File: src/rtl/trap_ctrl.sv
module trap_ctrl #(
  parameter int XLEN = 32,
  parameter int TW = 8,
  parameter logic [XLEN-1:0] BOOT_ADDR = 32'h0000_0100,
  parameter logic [XLEN-1:0] VEC_ADDR  = 32'h0000_0080,
  parameter logic [XLEN-1:0] KSTACK    = 32'h8000_fff0
) (
  input  logic            clk,
  input  logic            rst_n,
  input  logic            req_syscall,
  input  logic            req_arith,
  input  logic            req_badaddr,
  input  logic            req_priv,
  input  logic [XLEN-1:0] op_pc,
  input  logic [XLEN-1:0] fault_addr,
  input  logic [XLEN-1:0] next_pc,
  input  logic [XLEN-1:0] cur_sp,
  input  logic            eret,
  input  logic            csr_en,
  input  logic            csr_we,
  input  logic [1:0]      csr_sel,
  input  logic [XLEN-1:0] csr_wdata,
  output logic [XLEN-1:0] csr_rdata,
  output logic            mode,
  output logic            redirect,
  output logic [XLEN-1:0] redirect_pc,
  output logic            sp_wr,
  output logic [XLEN-1:0] sp_wdata
);
  localparam logic [3:0] C_IRQ = 4'd0, C_ADDR = 4'd4, C_SYS = 4'd8,
                         C_PRIV = 4'd10, C_ARITH = 4'd12;

  logic            mode_q, ie, saved_mode, boot, irq_pend;
  logic [XLEN-1:0] saved_sp, epc, badaddr;
  logic [3:0]      cause;
  logic [TW-1:0]   period, cnt;

  logic       priv_bad, sync_hit, take_sync, take_irq, take, do_eret;
  logic       csr_wr_ok, period_wr, tick;
  logic [3:0] sync_code;

  assign priv_bad  = !mode_q && (req_priv || csr_en || eret);
  assign sync_hit  = priv_bad || req_badaddr || req_arith || req_syscall;
  assign sync_code = priv_bad    ? C_PRIV :
                     req_badaddr ? C_ADDR :
                     req_arith   ? C_ARITH : C_SYS;
  assign do_eret   = !boot && mode_q && eret && !sync_hit;
  assign take_sync = !boot && ie && sync_hit;
  assign take_irq  = !boot && ie && !sync_hit && !do_eret && irq_pend;
  assign take      = take_sync || take_irq;
  assign csr_wr_ok = !boot && mode_q && csr_en && csr_we && !take;
  assign period_wr = csr_wr_ok && csr_sel == 2'd2;
  assign tick      = period != '0 && cnt == period - 1'b1;

  always_ff @(posedge clk) begin
    if (!rst_n) begin
      mode_q <= 1'b1; ie <= 1'b1; boot <= 1'b1; saved_mode <= 1'b0;
      irq_pend <= 1'b0; saved_sp <= '0; epc <= '0; badaddr <= '0;
      cause <= '0; period <= '0; cnt <= '0;
    end else begin
      boot <= 1'b0;
      if (period_wr || tick) cnt <= '0;
      else if (period != '0) cnt <= cnt + 1'b1;
      irq_pend <= (irq_pend && !take_irq) || tick;
      if (take) begin
        epc        <= take_irq ? next_pc : op_pc;
        cause      <= take_irq ? C_IRQ : sync_code;
        saved_mode <= mode_q;
        saved_sp   <= cur_sp;
        mode_q     <= 1'b1;
        ie         <= 1'b0;
        if (take_sync && sync_code == C_ADDR) badaddr <= fault_addr;
      end else if (do_eret) begin
        mode_q <= saved_mode;
        ie     <= 1'b1;
      end else if (csr_wr_ok) begin
        case (csr_sel)
          2'd0:    epc    <= csr_wdata;
          2'd1:    cause  <= csr_wdata[3:0];
          2'd2:    period <= csr_wdata[TW-1:0];
          default: ;
        endcase
      end
    end
  end

  always_comb begin
    csr_rdata = '0;
    if (mode_q && csr_en)
      case (csr_sel)
        2'd0:    csr_rdata = epc;
        2'd1:    csr_rdata = {{(XLEN-4){1'b0}}, cause};
        2'd2:    csr_rdata = {{(XLEN-TW){1'b0}}, period};
        default: csr_rdata = badaddr;
      endcase
  end

  assign mode        = mode_q;
  assign redirect    = boot || take || do_eret;
  assign redirect_pc = boot ? BOOT_ADDR : (take ? VEC_ADDR : epc);
  assign sp_wr       = take || do_eret;
  assign sp_wdata    = take ? KSTACK : saved_sp;
endmodule

File: config.mk
export PLATFORM = sky130hd
export DESIGN_NAME = trap_ctrl
export DESIGN_NICKNAME = d
export VERILOG_FILES = /design/src/rtl/trap_ctrl.sv
export SDC_FILE = /design/constraint.sdc
export NUM_CORES = 1
export LEC_CHECK = 0
export BUFFER_PORTS_ARGS = -buffer_cell sky130_fd_sc_hd__buf_2
export CORE_ASPECT_RATIO = 0.7
export CORE_MARGIN = 3
export CORE_UTILIZATION = 53
export CTS_BUF_LIST = sky130_fd_sc_hd__clkbuf_8
export DETAILED_ROUTE_END_ITERATION = 7
export PLACE_DENSITY = 0.86
export RECOVER_POWER = 25
export SLEW_MARGIN = 20
export SYNTH_ARGS = -nofsm -noshare
export SYNTH_HDL_FRONTEND = slang
export SYNTH_SLANG_ARGS = --single-unit
export TNS_END_PERCENT = 20
File: constraint.sdc
create_clock -name clk -period 5.8 [get_ports clk]
set_input_delay 1.16 -clock clk [delete_from_list [all_inputs] [get_ports clk]]
set_output_delay 1.16 -clock clk [all_outputs]
set_load 0.01 [all_outputs]
# Yosys cells after proc, flatten, opt, wreduce, memory -nomap -nowiden
# Cells that the tools add are included.
# word_totals
regBits,121
in_bits,171
out_inout_bits,99
word_cells,88
# op_classes
n_addsub,2
eq_ne,5
muxes,21
n_bitwise,3
reduce_logical,46
# op_table
operator,n
32-bit 2-to-1 mux,9
32-bit case mux with 3 select lines,1
4-bit 2-to-1 mux,7
1-bit logical AND,17
1-bit logical OR,11
8-bit by 1-bit adder with 8-bit output (second input constant),1
8-bit equality test,1
2-bit nonzero test,4
8-bit nonzero test,1
8-bit by 1-bit subtractor with 8-bit output (second input constant),1
1-bit logical NOT,6
3-bit AND reduction,2
4-bit by 3-bit equality test with 1-bit output (second input constant),1
4-bit AND reduction,1
2-bit OR reduction,2
1-bit 2-to-1 mux,3
3-bit 2-to-1 mux,1
1-bit inverter,3
2-bit by 1-bit equality test with 1-bit output (second input constant),1
2-bit equality test (second input constant),1
2-bit logical NOT,1
2-bit != test (second input constant),1
2-bit AND reduction,1

# Depth between registers and ports, before layout
# logic_depth
word_depth,17
mapped_depth,9
ltp_nobuf,7

# Worst setup path after synthesis
# No wires, ideal clock.
# synth_path
path_type,input-to-output
from,input req_badaddr
to,output sp_wdata[10]
arrival_ps,2582
required_ps,4640
path_slack_ps,2058
cell_stages,5
path_cell_list,or3_4 o31a_1 buf_2 clkbuf_1 or3_1
# synth_via
elab_chain_len,10
# synth_rtl
element,line,source
"start, declared",12,"input logic req_badaddr,"
1-bit logical OR (*) (3 in series),43,assign sync_hit = priv_bad || req_badaddr || req_arith || req_syscall;
1-bit logical NOT,"47, 49",
1-bit logical AND,47,assign do_eret = !boot && mode_q && eret && !sync_hit;
1-bit logical NOT,49,assign take_irq = !boot && ie && !sync_hit && !do_eret && irq_pend;
1-bit logical AND (2 in series),49,
1-bit logical OR (*),50,assign take = take_sync || take_irq;
32-bit 2-to-1 mux (*),102,assign sp_wdata = take ? KSTACK : saved_sp;
"end, declared",28,output logic [XLEN-1:0] sp_wdata
# Mark *: on every way between the ends. The rest lies on a longest branch, timed or not.

# Worst setup path after layout
# layout_path
from,input eret
to,output redirect
# layout_via
elab_chain_len,13
# layout_rtl
element,line,source
"start, declared",18,"input logic eret,"
1-bit logical OR,42,assign priv_bad = !mode_q && (req_priv || csr_en || eret);
1-bit logical AND,42,
1-bit logical OR (3 in series),43,
1-bit logical NOT,"47, 49",
1-bit logical AND,47,
1-bit logical NOT,49,
1-bit logical AND (2 in series),49,
1-bit logical OR,50,
1-bit logical OR,99,assign redirect = boot || take || do_eret;
1-bit logical OR (*),99,
"end, declared",25,"output logic redirect,"
# Marked as above.

==> results.cfg <==
[final_layout]
final_nets = 1170
antenna_cells = 0
nFillCells = 867
regArea_mm2 = 0.00242
final_cells = 1157
drive_gt1_share_pct = 34.3
syn_to_final_growth_pct = 30.8
multi_input_area_mm2 = 0.00326

[routing]
wl_um = 20400
drt_first_pass_iters = 5
via_per_inst = 5.64
drc = 0
ant_nets = 0
num_vias = 6524
drt_iter0_markers = 464
post_drt_wl_per_cell_um = 17.6

[synthesis]
synth_top_area_share_pct = 40.4
syn_inst = 755
syn-num-nets = 929
synth_edf_count = 0
synth_area_leader_cell = dfxtp_1
yosys_most_used_dff = dfxtp_1
ys_seq_area_share_pct = 40.4
synth_most_common_cell = nand2_1
syn_area_per_cell_um2 = 7.94
synth_area_leaders = dfxtp_1 40%, nand2_1 9.4%, a21oi_1 5.8%, nor2_1 4.4%, o221ai_1 4.2%
synthArstFlopShare_pct = 0
yosys_warnings = 0
synth_area_mm2 = 0.00600
yosys-top-cells-count = 151 x nand2_1, 121 x dfxtp_1, 71 x nor2_1
synth-seq-cells = 121
synth.distinct_cells = 55

[clock_tree]
clock_latency_ps = 430
clock_sinks = 121
cts_hold_buf = 0
tritoncts = done
h-tree-depth = 4
clk_pin_slew_ps = 70
numCtsBuffers = 17
cts-root-buf = clkbuf_8
postCtsSetupBuffers = 0
cts_resized = 0
clk_path_buf_depth = 2

[power]
ir_worst_vdd_uv = 189
p_leak_nw = 3.66
power_density_mw_per_mm2 = 273
power_mw = 2.15

[floorplan]
io_pins = 270
fp.dieArea_mm2 = 0.0126
rows = 31
initial_core_util_pct = 56.2
core_mm2 = 0.0107
die_w_um = 133
die_h_um = 95.0

[global_routing]
track_usage_pct = 31.5
grt_pass1_vias = 6046
antenna_found_initial = 0
grt_max_degree = 52
grt_pass1_wl_um = 31300
overflow = 0

[placed_design]
place_hpwl_um = 14700
placed_cells_incl_taps = 1125
portBuffers = 269
routabilityCongestion = 0.874
pre_cts_ws_ps = 1520

[timing]
finalCritPeriodShare_pct = 81.8
hold_viol_final = 0
worst_slack_ps = 1060
fmax_mhz = 211
setup_viol = 0
tightest_slew_ps = 2150
maxSlewHeadroom_pct = -43.5
report.final.slew_viol_count = 47
fin_skew_ps = 10.6
rsz0062_at_grt = false
fin_setup_tns_ps = 0
fin_crit_ps = 4740

[setup_path]
cp.required_ps = 4640
cp.arrival_ps = 3580
cp_max_fo = 34
crit_path_end_kind = primary output
worstSetupPathType = input pin to primary output
startpoint_type = input pin

[run]
maxCapViolCount = 1

[outcome]
violations = max-capacitance violations, max-slew violations
status = finished, violations left

[min_path]
worstHoldPathType = flip-flop to flip-flop
==> stage by stage <==
stage               utilization, %  cell area (um^2)  hold slack, ps
floorplan                        -              6000             432
global placement              69.4              7410             438
detailed placement            69.4              7410             442
CTS                           73.7              7870             452
global route                  73.6              7850             468
finish                        73.6              7850             451
==> cells in the final DEF (no fill, tap or decap), drive strengths merged, types with 3 or more instances in the layout <==
master	netlist	final
a21oi	69	69
a22oi	31	31
a311oi	4	4
a31oi	4	4
and2	32	32
and3	3	3
buf	15	277
bufinv	0	5
clkbuf	45	22
clkinv	0	5
clkinvlp	0	4
dfxtp	121	121
ha	3	3
inv	23	24
mux2	4	4
mux4	4	4
nand2	151	151
nand2b	3	3
nand3	11	11
nand4	7	7
nor2	71	71
nor2b	9	9
nor3	15	15
o21ai	12	12
o221ai	29	29
o22ai	29	29
o31ai	3	3
or3	15	15
xnor2	5	5
xor2	10	10
==> registers in the layout (all words and copies together) (netlist names) <==
signal and count:
badaddr 32, boot 1, cause 4, cnt 8, epc 32, ie 1, irq_pend 1, mode 1
period 8, saved_mode 1, saved_sp 32
==> worst max-delay path, stage by stage <==
cell and delay [ps]:
clkbuf_1 160, nor3b_1 320, nand2_1 230, nand2_1 200, clkbuf_1 1070, or3_1 280
buf_2 150
==> path summary, 6_finish.rpt <==
| kind | cells past startpoint | endpoint | startpoint | slack, ps |
|---|---|---|---|---|
| hold / removal | 2 | saved_sp[12]$_SDFFE_PN0P_ | saved_sp[12]$_SDFFE_PN0P_ | 450 |
| hold reg to reg | 2 | saved_sp[12]$_SDFFE_PN0P_ | saved_sp[12]$_SDFFE_PN0P_ | 450 |
| setup / recovery | 7 | redirect | eret | 1060 |
| setup reg to reg | 6 | epc[4]$_SDFFE_PN0P_ | mode$_SDFFE_PP1P_ | 2740 |
==> power by group <==
part	internal (mW)	switching (mW)	total (mW)
Clock	0.513	0.354	0.867
Sequential	0.883	0.0412	0.924
Combinational	0.156	0.199	0.355
Total	1.55	0.594	2.15
==> final cells by class <==
cell class,instances,share of cell area [%]
Multi-Input combinational cell,551,41.6
Timing Repair Buffer,282,18.2
Clock buffer,17,2.98
Sequential cell,121,30.9
Tap cell,148,2.36
Clock inverter,15,2.87
Inverter,23,1.10
==> per-layer routing <==
metal	vias to the layer above	share of wire, %	track usage (%)
li1	3139	-	-
met1	2976	41	41.5
met2	364	46	51.0
met3	45	10	8.09
met4	0	2.7	10.8
met5	-	0	0
==> cells by family after synthesis <==
family	synth area share (%)
flip-flops	40.4
XOR/XNOR	2.19
multiplexers	2.42
buffers and inverters	5.67
AO/OA/AOI/OAI	23.7
adder cells (fa/ha/maj)	0.626
AND/OR/NAND/NOR	25.1
Power figures use the tool's default switching activity.
